===== src/rtl/gap_sync_det.sv =====
module gap_sync_det #(
  parameter int MAXLEN    = 16,
  parameter int LENW      = $clog2(MAXLEN + 1),
  parameter int OFFW      = 6,
  parameter int OPEN_OFS  = 6,
  parameter int CLOSE_ADD = 11
) (
  input  logic              clk,
  input  logic              rst,
  input  logic              dis,
  input  logic              chip_strobe,
  input  logic              chip_bit,
  input  logic [MAXLEN-1:0] pat_a,
  input  logic [LENW-1:0]   len_a,
  input  logic [MAXLEN-1:0] pat_b,
  input  logic [LENW-1:0]   len_b,
  input  logic [7:0]        gap_cfg,
  output logic              sync_found,
  output logic              readj_req,
  output logic [2:0]        readj_phase,
  output logic              win_active
);
  localparam int CW = LENW + 1;
  localparam int LW = OFFW + 1;

  typedef enum logic [1:0] {S_SRCH, S_GAP, S_WIN} st_t;

  st_t              st_q;
  logic [MAXLEN-1:0] sa_q, sb_q;
  logic [LENW-1:0]  fa_q, fb_q;
  logic [OFFW-1:0]  off_q;

  function automatic logic [MAXLEN-1:0] len_mask(input logic [LENW-1:0] len);
    logic [MAXLEN-1:0] m;
    for (int i = 0; i < MAXLEN; i++) m[i] = (i < int'(len));
    return m;
  endfunction

  wire [4:0]        gap    = gap_cfg[7:3];
  wire [MAXLEN-1:0] sa_n   = {sa_q[MAXLEN-2:0], chip_bit};
  wire [MAXLEN-1:0] sb_n   = {sb_q[MAXLEN-2:0], chip_bit};
  wire [OFFW-1:0]   off_n  = off_q + OFFW'(1);
  wire [LW-1:0]     open_o = LW'(gap) + LW'(OPEN_OFS - 1);
  wire [LW-1:0]     lim    = LW'(gap) + LW'(len_b) + LW'(CLOSE_ADD);

  wire hit_a = (((sa_n ^ pat_a) & len_mask(len_a)) == '0) &&
               (CW'(fa_q) + CW'(1) >= CW'(len_a));
  wire hit_b = (((sb_n ^ pat_b) & len_mask(len_b)) == '0) &&
               (CW'(fb_q) + CW'(1) >= CW'(len_b)) &&
               (LW'(off_n) <= lim);

  assign win_active = (st_q == S_WIN);

  always_ff @(posedge clk) begin
    if (rst || dis) begin
      st_q        <= S_SRCH;
      sa_q        <= '0;
      sb_q        <= '0;
      fa_q        <= '0;
      fb_q        <= '0;
      off_q       <= '0;
      sync_found  <= 1'b0;
      readj_req   <= 1'b0;
      readj_phase <= '0;
    end else begin
      sync_found <= 1'b0;
      readj_req  <= 1'b0;
      if (chip_strobe) begin
        case (st_q)
          S_SRCH: begin
            sa_q <= sa_n;
            if (fa_q != LENW'(MAXLEN)) fa_q <= fa_q + LENW'(1);
            if (hit_a) begin
              st_q  <= S_GAP;
              off_q <= '0;
              sb_q  <= '0;
              fb_q  <= '0;
              fa_q  <= '0;
              if (gap == '0) begin
                readj_req   <= 1'b1;
                readj_phase <= gap_cfg[2:0];
              end
            end
          end
          S_GAP: begin
            off_q <= off_n;
            if (LW'(off_n) == LW'(gap)) begin
              readj_req   <= 1'b1;
              readj_phase <= gap_cfg[2:0];
            end
            if (LW'(off_n) == open_o) st_q <= S_WIN;
          end
          S_WIN: begin
            off_q <= off_n;
            sb_q  <= sb_n;
            if (fb_q != LENW'(MAXLEN)) fb_q <= fb_q + LENW'(1);
            if (hit_b) begin
              sync_found <= 1'b1;
              st_q       <= S_SRCH;
              sa_q       <= '0;
              fa_q       <= '0;
            end else if (LW'(off_n) >= lim) begin
              st_q <= S_SRCH;
              sa_q <= '0;
              fa_q <= '0;
            end
          end
          default: st_q <= S_SRCH;
        endcase
      end
    end
  end
endmodule


===== config.mk =====
export PLATFORM = sky130hd
export DESIGN_NAME = gap_sync_det
export DESIGN_NICKNAME = d
export VERILOG_FILES = /design/src/rtl/gap_sync_det.sv
export SDC_FILE = /design/constraint.sdc
export NUM_CORES = 1
export LEC_CHECK = 0
export BUFFER_PORTS_ARGS = -buffer_cell sky130_fd_sc_hd__buf_2
export CAP_MARGIN = 40
export CORE_MARGIN = 2
export CORE_UTILIZATION = 50
export DETAILED_ROUTE_END_ITERATION = 6
export PLACE_DENSITY = 0.82
export SLEW_MARGIN = 20
export SYNTH_ARGS = -nofsm -noshare
export SYNTH_HDL_FRONTEND = slang
export SYNTH_SLANG_ARGS = --single-unit

===== constraint.sdc =====
create_clock -name clk -period 3.8 [get_ports clk]
set_input_delay 0.19 -clock clk [delete_from_list [all_inputs] [get_ports clk]]
set_output_delay 0.19 -clock clk [all_outputs]
set_load 0.02 [all_outputs]

# == After elaboration in Yosys (flattened, before gate mapping) ==
# Index checks and enable logic that the tools add are counted.
# op_classes
magnitude_cmp,36
muxes,29
n_addsub,8
reduce_logical,21
n_eq_ne,13
bitwise_logic,6
# op_table
cell,count
$lt A4 B5 Y1 const A,16
$pmux W15 S2,2
$mux W15,3
$lt A3 B5 Y1 const A,8
$and A16 B16 Y16,2
$logic_not A16 Y1,2
$xor A16 B16 Y16,2
$mux W5,6
$lt A1 B5 Y1 const A,4
$lt A2 B5 Y1 const A,4
$pmux W5 S2,2
$add A5 B1 Y6 const B,2
$ge A6 B5 Y1,2
$pmux W6 S2,1
$reduce_and A4 Y1,3
$add A5 B1 Y5 const B,2
$ne A5 B5 Y1 const B,2
$mux W3,3
$reduce_and A3 Y1,3
$mux W2,4
$ne A2 B2 Y1 const B,4
$add A6 B4 Y7 const B,1
$ge A6 B7 Y1,1
$le A6 B7 Y1,1
24 further kinds,33
# totals
wordCells,122
ff_bits,53
inputBits,55

# == Longest topological paths before layout ==
# Gate-level depths: netlist of the first run.
# logic_depth
depth_word,7
ltp_mapped,17
depth_no_buf,16

# == Worst setup path before layout of the first run ==
# OpenSTA, ideal clock, no wires.
# synth_timing
path_type,input -> register
start,input len_b[3]
end,register fa_q[0]
arrival_time_ns,3.060
path_stages,15
t_required_ns,3.730
slack_ns,0.669
setup_ns,0.070
cell_sequence,clkbuf_1 inv_1 ha_1 inv_1 ha_1 a21o_1 a21oi_1 xor2_1 ha_1 o41ai_1 a21o_1 o211a_1 clkbuf_1 o31ai_1 a21oi_1
# synth_between
elab_chain_len,7
word_cells_on_any_way,29
# synth_rtl
item,line,source
"start, declared",16,"input logic [LENW-1:0] len_b,"
"parallel branches: the longest is 7 deep, another holds $add A6 B4 Y7",--,
"end signal, assigned",72,if (fa_q != LENW'(MAXLEN)) fa_q <= fa_q + LENW'(1);
"end, declared",30,"logic [LENW-1:0] fa_q, fb_q;"
# Parallel ways; which one is timed is not known.
# A chain may end at the register's enable or synchronous reset.

# == Final worst setup path of the first run ==
# layout_timing
start,input len_b[1]
end,register sa_q[5]
# layout_between
elab_chain_len,7
word_cells_on_any_way,29
# layout_rtl
item,line,source
"parallel branches: the longest is 7 deep, another holds $add A6 B4 Y7",--,
"end signal, assigned",71,sa_q <= sa_n;
"end, declared",29,"logic [MAXLEN-1:0] sa_q, sb_q;"
# Parallel ways; which one is timed is not known.

==> flow_metrics.env, run 1 <==
export IMPL_avgSynthCellArea_um2=7.829
export IMPL_power_leakage_nw=1.832
export IMPL_slew_violations=0
export IMPL_grt_pass1_wl_um=17090
export IMPL_num_vias=4079
export IMPL_min_path_cells=3
export IMPL_drt_initial_drc_count=202
export IMPL_synth_xor_area_share=0.1112
export IMPL_status="complete, no violations"
export IMPL_synth_compound_area_frac=0.2565
export IMPL_synthArstFlopShare=0
export IMPL_first_pass_iters=5
export IMPL_grt_pass1_vias=3745
export IMPL_post_cts_buffers=0
export IMPL_endpoint_kind="flop"
export IMPL_grt_overflow_total=0
export IMPL_reg2reg_depth=11
export IMPL_synth_edf_count=0
export IMPL_routabilityCongestion=0.9077
export IMPL_finalNetCount=666
export IMPL_yosysTopAreaCellShare=0.2562
export IMPL_path_cells="buf_2 -> inv_1 -> ha_1 -> inv_1 -> ha_1 -> fa_1 -> a21o_1 -> a21oi_1 -> xor2_1 -> ha_1 -> o41ai_1 -> a21o_1 -> o211a_1 -> buf_4 -> o21ai_0 -> a21oi_1"
export IMPL_crit_path_start_kind="input port"
export IMPL_core_area_um2=8134
export IMPL_yosysMostFrequentCell="a21oi_1"
export IMPL_die_h_um=95.01
export IMPL_synth_mux_area_frac=0.01480
export IMPL_path_max_fanout=15
export IMPL_synth_adder_area_share=0.1106
export IMPL_grt_max_degree=44
export IMPL_cts_htree_levels=2
export IMPL_root_buffer="clkbuf_8"
export IMPL_dp_hpwl_um=7688
export IMPL_vdd_drop_max_uv=202.8
export IMPL_clock_sinks=53
export IMPL_synth_simple_gate_area_frac=0.1873
export IMPL_drive_above_1_share=0.1563
export IMPL_fp_dieW_um=95.01
export IMPL_finalWirelength_um=10330
export IMPL_antenna_found_initial=0
export IMPL_setup_viol=0
export IMPL_seq_area_frac_synth=0.2562
export IMPL_cp_slowest_cell="o41ai_1"
export IMPL_rsz0062_at_grt="no"
export IMPL_critPathKind="in2reg"
export IMPL_synth_warnings=0
export IMPL_design_area_um2=4631
export IMPL_crit_path_max_incr_delay_ns=0.42
export IMPL_skew_ns=0.007822
export IMPL_avgViaCountPerCell=5.990
export IMPL_period_share=0.8526
export IMPL_post_drt_wl_per_cell_um=15.16
export IMPL_numPortBuffers=60
export IMPL_hold_viol=0
export IMPL_ant_nets=0
export IMPL_min_to="readj_phase[0]$_SDFFE_PP0P_"
export IMPL_cts_tree="yes"
export IMPL_ctsResizeCount=0
export IMPL_required_ns=4.05
export IMPL_seq_area_um2=1061
export IMPL_ys_flop_type="dfxtp_1"
export IMPL_remaining_drc_errors=0
export IMPL_min_delay_start="gap_cfg[0]"
export IMPL_synth_area_leaders="dfxtp_1 (26%), ha_1 (11%), a21oi_1 (6.9%), xnor2_1 (6.6%), nand3_1 (5.7%)"
export IMPL_relSlewSlack=0.4426
export IMPL_period_needed_ns=3.240
export IMPL_numCtsBuffers=5
export IMPL_antenna_cells=0
export IMPL_tns_ns=0
export IMPL_clock_latency_ns=0.32
export IMPL_synth_top_cells_by_count="a21oi_1 (57), dfxtp_1 (53), nand3_1 (47)"
export IMPL_holdBufCountCts=0
export IMPL_regToRegSetupSlack_ns=0.67
export IMPL_r2r_start="off_q[0]$_SDFFE_PP0P_"
export IMPL_power_density_nw_per_um2=241.9
export IMPL_ys_ff_latch=53
export IMPL_fmaxAchievable_ghz=0.3086
export IMPL_multi_input_area_um2=2821
export IMPL_hp_class="in2reg"
export IMPL_synth_top_family_by_area="compound AO/OA/AOI/OAI gates"
export IMPL_ios=61
export IMPL_syn_nets=620
export IMPL_grt_use_total=0.2327
export IMPL_tightest_slew_ns=0.8249
export IMPL_grt_busiest_layer="met2"
export IMPL_gr_usage_met2=0.4060
export IMPL_synth_cell_type_count=64
export IMPL_drv_cap=0
export IMPL_crit_top_cell="ha_1"
export IMPL_area_growth_pct=11.81
export IMPL_grt_met1_usage=0.3029
export IMPL_die_area_um2=9027
export IMPL_grt_use_met3=0.02846
export IMPL_rows=33
export IMPL_synth_area_um2=4141
export IMPL_worst_ep_arrival_time_ns=3.49
export IMPL_placed_cell_area_um2=4513
export IMPL_cts_path_max_buffers=2
export IMPL_initial_utilization=0.5092
export IMPL_r2r_end="sa_q[5]$_SDFFE_PP0P_"
export IMPL_yosysTopAreaCell="dfxtp_1"
export IMPL_netlist_instances=529
export IMPL_clkSlewWorstSetupHoldPaths_ns=0.11
export IMPL_nFillCells=709
==> report_power, final <==
part	leakage [nW]	switching, mW	total [mW]	internal [mW]
clock network	0.0506	0.210	0.348	0.138
logic	1.35	0.122	0.215	0.0925
registers	0.427	0.00146	0.558	0.556
==> cell type report <==
class / count / share of cell area
multi-input cells: 411 / 0.6093
flip-flops and latches: 53 / 0.2291
repair buffers: 70 / 0.08457
well taps: 105 / 0.02837
inverters: 34 / 0.02756
clock buffers: 5 / 0.01486
clock inverters: 3 / 0.006215
==> per-layer routing <==
layer  share of wire  vias to the layer above
li1                -                     2016
met1            0.43                     1913
met2            0.50                      135
met3           0.058                       15
met4           0.015                        0
met5               0                        -
==> through the flow <==
step                utilization  hold WS, ns  setup slack, ns  power [mW]  std cells
floorplan                     -       0.3293           0.6691      0.7094        529
global placement         0.5535       0.4408           0.3763      0.7726        671
detailed placement       0.5548       0.4525           0.2573      0.7806        672
CTS                      0.5668       0.1106           0.5809       1.124        680
global route             0.5693       0.1142           0.3699       1.173        681
finish                   0.5693       0.1111           0.5600       1.120        681
==> cell families (layout without fill, tap and decap cells) <==
kind of cell | Yosys count | in the layout
buf+inv | 65 | 112
xor+xnor | 51 | 51
flops | 53 | 53
fa+ha+maj | 36 | 36
mux | 6 | 6
simple gates | 145 | 145
compound gates | 173 | 173
==> worst max-delay path by stage <==
stage	endpoint	depth (start not counted)	start	slack [ns]
after global routing	sa_q[4]$_SDFFE_PP0P_	16	len_b[1]	0.37
after detailed placement	sa_q[5]$_SDFFE_PP0P_	16	len_b[1]	0.26
after floorplan	fa_q[0]$_SDFFE_PP0P_	15	len_b[3]	0.67
after global placement	sa_q[0]$_SDFFE_PP0P_	16	len_b[1]	0.38
after CTS	sa_q[5]$_SDFFE_PP0P_	16	len_b[1]	0.58
final	sa_q[5]$_SDFFE_PP0P_	16	len_b[1]	0.56
==> cells in the final DEF, fill, tap and decap left out, drive strengths merged, types with 3 or more instances in the layout <==
cell type  Yosys  layout
nand2         24      24
xnor2         31      31
nor4           6       6
a222oi         3       3
nand4          8       8
a211oi         9       9
buf            7      70
xor2          19      19
nor2          18      18
o21a           3       3
mux2i          5       5
or2            4       4
or3            6       6
and3           3       3
ha            35      35
dfxtp         53      53
clkbuf        24       5
a21oi         57      57
o31ai         10      10
o211ai         8       8
nand3         47      47
o22ai          4       4
inv           33      35
and2           4       4
o21ai         56      56
nor2b          3       3
a21o           5       5
nor3           9       9
==> critical path: cells and delay by family <==
kind	cells	cell delay, ns
adders and majority gates	4	1.12
AOI/OAI and AO/OA	7	1.54
xor gates and xnor gates	1	0.09
buffers and inverters	4	0.54
==> sequential cells by signal, indices dropped and copies added, names as in the netlist <==
signal,count
st_q,2
readj_phase,3
sa_q,15
sb_q,15
off_q,6
fa_q,5
readj_req,1
fb_q,5
sync_found,1
Power figures use the tool's default switching activity.
==> run 2, diff against run 1 <==
--- a/config.mk
+++ b/config.mk
@@ -5,11 +5,13 @@
 export SDC_FILE = /design/constraint.sdc
 export NUM_CORES = 1
 export LEC_CHECK = 0
+export ABC_AREA = 0
 export BUFFER_PORTS_ARGS = -buffer_cell sky130_fd_sc_hd__buf_2
 export CAP_MARGIN = 40
 export CORE_MARGIN = 2
 export CORE_UTILIZATION = 50
 export DETAILED_ROUTE_END_ITERATION = 6
+export GPL_TIMING_DRIVEN = 0
 export PLACE_DENSITY = 0.82
 export SLEW_MARGIN = 20
 export SYNTH_ARGS = -nofsm -noshare
==> constraint.sdc (replaced) <==
create_clock -name clk -period 3.8 [get_ports clk]
set_input_delay 0.57 -clock clk [delete_from_list [all_inputs] [get_ports clk]]
set_output_delay 0.57 -clock clk [all_outputs]
set_load 0.02 [all_outputs]
==> run 2 against run 1 <==
  * Non-clock buffer count increased by 18
  * Final area increased by 1.0%
  * Register-to-register slack got worse by 0.31 ns
  * Global-route usage increased by 1.3 points
  * Hold slack improved by 0.38 ns
  * Combinational power increased by 4%
  * Critical path type unchanged
  * Largest cell class unchanged
  * Largest power group unchanged
==> flow_metrics.env, run 2 (synthesis gave the netlist of run 1 again) <==
export IMPL_cts_htree_levels=2
export IMPL_path_max_fanout=10
export IMPL_cts_path_max_buffers=2
export IMPL_num_vias=4209
export IMPL_routabilityCongestion=0.9094
export IMPL_period_share=0.9587
export IMPL_dp_hpwl_um=8580
export IMPL_status="complete, no violations"
export IMPL_slew_violations=0
export IMPL_hold_viol=0
export IMPL_antenna_cells=0
export IMPL_preCtsSetupSlack_ns=-0.4722
export IMPL_first_pass_iters=7
export IMPL_fp_dieW_um=95.01
export IMPL_tightest_slew_ns=0.8328
export IMPL_critPathKind="in2reg"
export IMPL_finalNetCount=684
export IMPL_grt_pass1_vias=3951
export IMPL_required_ns=3.99
export IMPL_placed_cell_area_um2=4558
export IMPL_antenna_found_initial=0
export IMPL_numCtsBuffers=5
export IMPL_power_density_nw_per_um2=239.1
export IMPL_power_leakage_nw=1.817
export IMPL_crit_path_start_kind="input port"
export IMPL_vdd_drop_max_uv=187.7
export IMPL_die_h_um=95.01
export IMPL_worst_ep_arrival_time_ns=3.83
export IMPL_postLayoutCoreUtil=0.5750
export IMPL_avgViaCountPerCell=6.021
export IMPL_tns_ns=0
export IMPL_rsz0062_at_grt="no"
export IMPL_grt_overflow_total=0
export IMPL_clock_latency_ns=0.31
export IMPL_dp_cells=691
export IMPL_drt_initial_drc_count=317
export IMPL_ant_nets=0
export IMPL_final_cells=699
export IMPL_clkSlewWorstSetupHoldPaths_ns=0.11
export IMPL_grt_use_total=0.2454
export IMPL_remaining_drc_errors=0
export IMPL_numPortBuffers=57
export IMPL_final_common_cell="buf_2"
export IMPL_endpoint_kind="flop"
export IMPL_clock_sinks=53
export IMPL_fin_ws_ns=0.1568
export IMPL_period_needed_ns=3.643
export IMPL_post_cts_buffers=0
export IMPL_grt_max_degree=19
export IMPL_holdWs_ns=0.4939
export IMPL_cts_tree="yes"
export IMPL_die_area_um2=9027
export IMPL_relSlewSlack=0.4427
export IMPL_rows=33
export IMPL_skew_ns=0.008232
export IMPL_core_area_um2=8134
export IMPL_ios=61
export IMPL_power_total_mw=1.118
export IMPL_drive_above_1_share=0.1498
export IMPL_grt_pass1_wl_um=17910
export IMPL_fmaxAchievable_ghz=0.2745
export IMPL_post_drt_wl_per_cell_um=15.53
export IMPL_hp_class="in2reg"
export IMPL_finalWirelength_um=10850
export IMPL_setup_viol=0
export IMPL_initial_utilization=0.5092
export IMPL_mostFrequentLayoutCells="buf_2 (60), a21oi_1 (57), dfxtp_1 (53)"
export IMPL_root_buffer="clkbuf_8"
export IMPL_drv_cap=0
export IMPL_reg_top3="sa_q: 15 flops, sb_q: 15 flops, off_q: 6 flops"
export IMPL_area_growth_pct=12.93
export IMPL_design_area_um2=4677
## run 2: layout make-up
class                           instances  area, µm²
Fill cell                             732       3457
Multi-Input combinational cell        411       2835
Sequential cell                        53       1061
Timing Repair Buffer                   57      285.3
Buffer                                 31      142.6
Tap cell                              105      131.4
Inverter                               34      127.6
Clock buffer                            5      68.82
Clock inverter                          3      25.02
## run 2: worst paths after layout
| path | start | to | slack [ns] | depth (start not counted) |
|---|---|---|---|---|
| worst max-delay path | len_b[1] | fa_q[0]$_SDFFE_PP0P_ | 0.16 | 18 |
| worst min-delay path | gap_cfg[2] | readj_phase[2]$_SDFFE_PP0P_ | 0.49 | 3 |
| worst max register to register | fa_q[0]$_SDFFE_PP0P_ | sb_q[2]$_SDFFE_PP0P_ | 0.36 | 12 |
| worst min register to register | st_q[0]$_SDFFE_PP0P_ | st_q[0]$_SDFFE_PP0P_ | 0.50 | 2 |
## run 2: per-layer routing
metal | vias to the layer above | wire length [µm] | track usage
met1 | 1970 | 4724 | 0.3237
met5 | - | 0 | 0
met3 | 18 | 684 | 0.03241
li1 | 2058 | - | -
met4 | 0 | 136 | 0.06401
met2 | 163 | 5307 | 0.4238
## run 2: power by group
group / switching, mW / internal (mW)
logic: 0.130 / 0.0937
registers: 0.00159 / 0.556
clock network: 0.203 / 0.134
## run 2: what timing repair did
action,in CTS,in global routing
hold buffers,0,0
hold endpoints to repair,0,0
gates resized for setup,3,9
setup endpoints to repair,20,20
## run 2: worst max-delay path, stage by stage
cell     delay, ns
buf_2         0.15
inv_1         0.12
ha_1          0.30
inv_1         0.04
ha_1          0.23
fa_2          0.37
a21o_1        0.18
a21oi_1       0.18
xor2_1        0.10
ha_2          0.34
nor2_1        0.04
nor2_1        0.15
o41ai_2       0.11
a21o_1        0.21
o211a_2       0.17
buf_4         0.19
o31ai_1       0.26
a21oi_1       0.10
